**config.mk**
```make
export PLATFORM = sky130hd
export DESIGN_NAME = fsr_update_unit
export DESIGN_NICKNAME = d
export VERILOG_FILES = /design/src/rtl/fsr_pkg.sv /design/src/rtl/fsr_exc_unit.sv /design/src/rtl/fsr_fcc_unit.sv /design/src/rtl/fsr_rnd_decode.sv /design/src/rtl/fsr_update_unit.sv
export SDC_FILE = /design/constraint.sdc
export NUM_CORES = 1
export LEC_CHECK = 0
export ABC_AREA = 1
export CAP_MARGIN = 20
export CORE_MARGIN = 4
export CORE_UTILIZATION = 34
export DETAILED_ROUTE_END_ITERATION = 10
export PLACE_DENSITY_LB_ADDON = 0.08
export SYNTH_ARGS = -nofsm -noshare
export SYNTH_HDL_FRONTEND = slang
export SYNTH_HIERARCHICAL = 1
export SYNTH_SLANG_ARGS = --single-unit
```
**constraint.sdc**
```tcl
create_clock -name clk -period 2 [get_ports clk]
set_input_delay 0.4 -clock clk [delete_from_list [all_inputs] [get_ports clk]]
set_output_delay 0.4 -clock clk [all_outputs]
set_load 0.02 [all_outputs]
```
**src/rtl/fsr_pkg.sv**
```systemverilog
package fsr_pkg;
   typedef enum logic [1:0] {
      REL_EQ  = 2'b00,
      REL_LT  = 2'b01,
      REL_GT  = 2'b10,
      REL_UNO = 2'b11
   } rel_e;

   localparam logic [2:0] TRAP_IEEE = 3'b001;

   // lsb of condition field k relative to register bit 0
   function automatic int fcc_lsb(input int base, input int k);
      return (k == 0) ? base : base + 20 + 2 * k;
   endfunction
endpackage

```
**src/rtl/fsr_exc_unit.sv**
```systemverilog
module fsr_exc_unit #(
   parameter int N_EXC   = 5,
   parameter int INV_BIT = 4,
   parameter int FTT_W   = 3
) (
   input  logic             go,
   input  logic [N_EXC-1:0] flags,
   input  logic             cmp_en,
   input  logic             cmp_signal,
   input  logic [1:0]       cmp_rel,
   input  logic [N_EXC-1:0] cexc_c,
   input  logic [N_EXC-1:0] aexc_c,
   input  logic [N_EXC-1:0] tem_c,
   input  logic [FTT_W-1:0] ftt_c,
   output logic [N_EXC-1:0] cexc_n,
   output logic [N_EXC-1:0] aexc_n,
   output logic [FTT_W-1:0] ftt_n,
   output logic             trap
);
   import fsr_pkg::*;

   logic [N_EXC-1:0] eff;
   logic             any;

   always_comb begin
      eff = flags;
      if (cmp_en && cmp_signal && (cmp_rel == REL_UNO))
         eff[INV_BIT] = 1'b1;
      any = go && (eff != '0);
   end

   always_comb begin
      cexc_n = cexc_c;
      aexc_n = aexc_c;
      ftt_n  = ftt_c;
      trap   = 1'b0;
      if (any) begin
         cexc_n = eff;
         if ((eff & tem_c) != '0) begin
            trap  = 1'b1;
            ftt_n = FTT_W'(TRAP_IEEE);
         end else begin
            aexc_n = aexc_c | eff;
         end
      end
   end
endmodule

```
**src/rtl/fsr_fcc_unit.sv**
```systemverilog
module fsr_fcc_unit #(
   parameter int N_FCC = 4,
   parameter int SEL_W = 2
) (
   input  logic               go,
   input  logic [SEL_W-1:0]   sel,
   input  logic [1:0]         code,
   input  logic [2*N_FCC-1:0] fcc_c,
   output logic [2*N_FCC-1:0] fcc_n
);
   generate
      if (N_FCC == 1) begin : g_single
         assign fcc_n = go ? code : fcc_c;
      end else begin : g_multi
         for (genvar k = 0; k < N_FCC; k++) begin : g_fld
            assign fcc_n[2*k +: 2] = (go && (sel == SEL_W'(k))) ? code : fcc_c[2*k +: 2];
         end
      end
   endgenerate
endmodule

```
**src/rtl/fsr_rnd_decode.sv**
```systemverilog
module fsr_rnd_decode (
   input  logic [1:0] rd,
   output logic [3:0] mode
);
   always_comb begin
      unique case (rd)
         2'b00:   mode = 4'b0001;
         2'b01:   mode = 4'b0010;
         2'b10:   mode = 4'b0100;
         default: mode = 4'b1000;
      endcase
   end
endmodule

```
**src/rtl/fsr_update_unit.sv**
```systemverilog
module fsr_update_unit #(
   parameter int REG_W    = 64,
   parameter int N_EXC    = 5,
   parameter int INV_BIT  = 4,
   parameter int CEXC_LSB = 0,
   parameter int AEXC_OFS = 5,
   parameter int TEM_OFS  = 23,
   parameter int FCC_BASE = 10,
   parameter int N_FCC    = 4,
   parameter int FTT_LSB  = 14,
   parameter int FTT_W    = 3,
   parameter int RD_LSB   = 30,
   parameter bit LOAD_FTT = 1'b0
) (
   input  logic             clk,
   input  logic             rst_n,
   input  logic             op_valid,
   input  logic [4:0]       exc_flags,
   input  logic             cmp_en,
   input  logic             cmp_signal,
   input  logic [1:0]       cmp_rel,
   input  logic [1:0]       cmp_sel,
   input  logic             ld_valid,
   input  logic [REG_W-1:0] ld_data,
   output logic [REG_W-1:0] fsr_q,
   output logic             trap_pulse,
   output logic [3:0]       rnd_onehot
);
   import fsr_pkg::*;

   localparam int AEXC_LSB = CEXC_LSB + AEXC_OFS;
   localparam int TEM_LSB  = CEXC_LSB + TEM_OFS;
   localparam int TOP_FCC  = fcc_lsb(FCC_BASE, N_FCC - 1) + 1;

   function automatic logic [REG_W-1:0] wr_mask();
      logic [REG_W-1:0] m;
      m = '0;
      for (int i = 0; i < N_EXC; i++) begin
         m[CEXC_LSB + i] = 1'b1;
         m[AEXC_LSB + i] = 1'b1;
         m[TEM_LSB + i]  = 1'b1;
      end
      for (int k = 0; k < N_FCC; k++) begin
         m[fcc_lsb(FCC_BASE, k)]     = 1'b1;
         m[fcc_lsb(FCC_BASE, k) + 1] = 1'b1;
      end
      m[RD_LSB]     = 1'b1;
      m[RD_LSB + 1] = 1'b1;
      if (LOAD_FTT)
         for (int i = 0; i < FTT_W; i++) m[FTT_LSB + i] = 1'b1;
      return m;
   endfunction

   localparam logic [REG_W-1:0] LD_MASK = wr_mask();

   generate
      if (N_EXC != 5) begin : g_bad_exc
         $error("N_EXC must be 5");
      end
      if (INV_BIT >= N_EXC) begin : g_bad_inv
         $error("INV_BIT out of range");
      end
      if (N_FCC < 1 || N_FCC > 4) begin : g_bad_fcc
         $error("N_FCC must be 1..4");
      end
      if (TOP_FCC >= REG_W || TEM_LSB + N_EXC > REG_W || RD_LSB + 2 > REG_W) begin : g_bad_w
         $error("REG_W too small for field layout");
      end
      if (FTT_W < 3) begin : g_bad_ftt
         $error("FTT_W too small");
      end
   endgenerate

   logic             go;
   logic [N_EXC-1:0] cexc_n, aexc_n;
   logic [FTT_W-1:0] ftt_n;
   logic             trap;
   logic [2*N_FCC-1:0] fcc_c, fcc_n;
   logic [REG_W-1:0] nxt;

   assign go = op_valid && !ld_valid;

   fsr_exc_unit #(
      .N_EXC(N_EXC), .INV_BIT(INV_BIT), .FTT_W(FTT_W)
   ) u_exc (
      .go         (go),
      .flags      (exc_flags[N_EXC-1:0]),
      .cmp_en     (cmp_en),
      .cmp_signal (cmp_signal),
      .cmp_rel    (cmp_rel),
      .cexc_c     (fsr_q[CEXC_LSB +: N_EXC]),
      .aexc_c     (fsr_q[AEXC_LSB +: N_EXC]),
      .tem_c      (fsr_q[TEM_LSB +: N_EXC]),
      .ftt_c      (fsr_q[FTT_LSB +: FTT_W]),
      .cexc_n     (cexc_n),
      .aexc_n     (aexc_n),
      .ftt_n      (ftt_n),
      .trap       (trap)
   );

   generate
      for (genvar k = 0; k < N_FCC; k++) begin : g_gather
         assign fcc_c[2*k +: 2] = fsr_q[fcc_lsb(FCC_BASE, k) +: 2];
      end
   endgenerate

   fsr_fcc_unit #(.N_FCC(N_FCC), .SEL_W(2)) u_fcc (
      .go    (go && cmp_en && !trap),
      .sel   (cmp_sel),
      .code  (cmp_rel),
      .fcc_c (fcc_c),
      .fcc_n (fcc_n)
   );

   always_comb begin
      nxt = fsr_q;
      if (ld_valid) begin
         nxt = (ld_data & LD_MASK) | (fsr_q & ~LD_MASK);
      end else begin
         nxt[CEXC_LSB +: N_EXC] = cexc_n;
         nxt[AEXC_LSB +: N_EXC] = aexc_n;
         nxt[FTT_LSB +: FTT_W]  = ftt_n;
         for (int k = 0; k < N_FCC; k++)
            nxt[fcc_lsb(FCC_BASE, k) +: 2] = fcc_n[2*k +: 2];
      end
   end

   always_ff @(posedge clk) begin
      if (!rst_n) begin
         fsr_q      <= '0;
         trap_pulse <= 1'b0;
      end else begin
         fsr_q      <= nxt;
         trap_pulse <= go && trap;
      end
   end

   fsr_rnd_decode u_rnd (
      .rd   (fsr_q[RD_LSB +: 2]),
      .mode (rnd_onehot)
   );
endmodule

```
==> metrics.txt <==
outcome finished, final reports clean; die width 83.1 um; Clock transition at path regs 60 ps; Die Area 6910 um^2; count of pins over their slew limit 0; worst slew pin tran 554 ps; Comb power frac 31.4%; CP required 1600 ps; skew final 2.34 ps; Post-Syn Instances 314; Area Growth Syn to Fin 44.5%; Yosys top cell by area dfxtp_1; hold_sp ld_valid; CTS Buf Count 5; final hold viol count 0; Setup crit end kind primary output; Routed wire per std cell 9.88 um; WL final 4.63 mm; TritonCTS clock tree done; global-route wire length before repair 7.60 mm; Internal 1.12 mW; Clock Sinks 29; Starting Density 35.0%; sequential-to-total area share from yosys stat 30.3%; Net Sw Frac 31.5%; slowest stage cell, crit path clkdlybuf4s50_1; chip height 83.1 um; global route hottest layer met2; crit path max fanout 6; Nets 476; Max-Cap Viols 0; CP Data Arrival Time 1460 ps; RR Startpoint fsr_q[25]; Rows 27; CP Cell Sequence inv_1 -> nor2_1 -> clkdlybuf4s50_1; initial DRC count 63; Design Power 1.64 mW; crit path time final 1860 ps; period utilization 93.1%; post-route cell area 2770 um^2; clock network power share 29.2%; FF+latch count, synth 29; vias in the first global route 1705; worst rel slew slack 63.1%; Final Setup Violations 0; H-tree depth 2; dpl cell area 2610 um^2; core area 5470 um^2; Leak 1.50 nW; Ys Warns 6; Vias/cell 3.91; CTS root buffer clkbuf_8; Fmax achieved 0.537 GHz; fraction of layout cells with a size suffix above 1 11.1%; M2 GR Usage 21.8%; post-synthesis cell area 1920 um^2; Total GRT Usage 13.4%; Routability Congestion 0.737; GR Overflow Total 0; Worst Hold Class in2reg; met3 Usage GRT 6.85%; Syn Area/Cell 6.11 um^2; IR drop worst, VDD 0.347 mV; Ports 148; Post-CTS Hold Fix Bufs 0; NetSw 516 uW; critical path type reg2out; non-filler instance count after layout 469; I/O Buffers 72; met1 Use GR 15.6%; critical path startpoint category flip-flop; PwrDens 592 nW/um^2; Antenna Nets Post-Route 0; area fraction of the dominant cell type after synthesis 30.3%; placed cell count 460; Synth area leaders dfxtp_1, nand2_1, buf_4; DRC errors left 0; Antenna Cells 0; first-pass detailed-route iteration total 4; initial antenna violation count 0; Seq pwr share 39.4%; vias 1836; Fin Hold WS 492 ps; final HPWL from detailed placement 3.47 mm; DP Worst Slack -251 ps; maximum clock path buffer count 2; max incr delay on CP 610 ps; crit path from fsr_q[30]; post-synth cell types 19; largest net degree at the start of global routing 57; setup ws final 139 ps; clk_lat worst skew 270 ps
## worst max-delay path, delay by kind of cell, from the launching register on
kind                   cells  cell delay, ps
buffers and inverters      2             670
DFF                        1             420
and+or+nand+nor            1              90
## kinds of logic after synthesis
family                 synth area share [%]
other                                 0.196
DFF                                    30.3
AOI/OAI and AO/OA                      3.00
buffers and inverters                  27.1
and+or+nand+nor                        39.5
## power by group through the flow
stage | registers (mW) | clock network (mW) | logic, mW
after CTS | 0.646 | 0.507 | 0.510
after detailed placement | 0.658 | 0 | 0.508
after global routing | 0.651 | 0.533 | 0.573
after global placement | 0.658 | 0 | 0.507
final | 0.646 | 0.480 | 0.515
after floorplan | 0.705 | 0 | 0.296
## what timing repair did
| action | 4_1_cts | 5_1_grt |
|---|---|---|
| resized for setup | 0 | 17 |
| buffers inserted | 0 | 2 |
| endpoints found under the setup margin | 0 | 8 |
## cell type report
class	instances	area, um^2
inverters	42	158
clock buffers	7	86.3
fillers	635	2700
multi-input cells	230	977
flip-flops and latches	29	581
well taps	72	90.1
repair buffers	89	880
## cells in the final DEF, fill, tap and decap left out, types with 2 or more instances in the layout
cell,count
nand2_1,98
nor2_1,64
clkdlybuf4s50_1,63
inv_1,39
conb_1,36
dfxtp_1,29
buf_4,15
dlymetal6s2s_1,8
nand2_2,7
clkbuf_8,6
nand4_1,6
o21bai_1,5
nor2_2,4
nand3_1,4
inv_2,3
nand3_2,2
## path summary, 6_finish.rpt
| check | end | slack, ps | depth (start not counted) |
|---|---|---|---|
| setup / recovery | rnd_onehot[1] | 140 | 3 |
| hold / removal | trap_pulse | 490 | 5 |
| setup reg to reg | fsr_q[11] | 370 | 16 |
| hold reg to reg | fsr_q[26] | 490 | 2 |
## routing by layer
layer	share of wire (%)	wire length, um
met1	45	2060
met5	0	0
met3	9.1	422
met2	46	2120
met4	0.63	29
## sequential cells by signal (all words and copies together) (netlist names)
| signal | cells |
|---|---|
| fsr_q | 28 |
| trap_pulse | 1 |
## synth_stat cells
cell,number
o21bai_1,5
nor2_1,66
inv_1,39
buf_4,41
inv_2,3
buf_2,4
nand2_1,102
nor2_2,2
nand3_2,1
dfxtp_1,29
nand4_1,6
nand3_1,5
nor2_4,1
nand2_4,1
o21ai_2,1
buf_6,3
nand2_2,3
o21bai_2,1
conb_1,1
## through the flow
stage | TNS, ps | util [%]
after CTS | 0 | 49.2
after floorplan | 0 | -
final | 0 | 50.6
after global routing | -67.1 | 50.6
after global placement | -1620 | 47.6
after detailed placement | -1750 | 47.6
No activity file was read; power rests on OpenSTA's default activity.
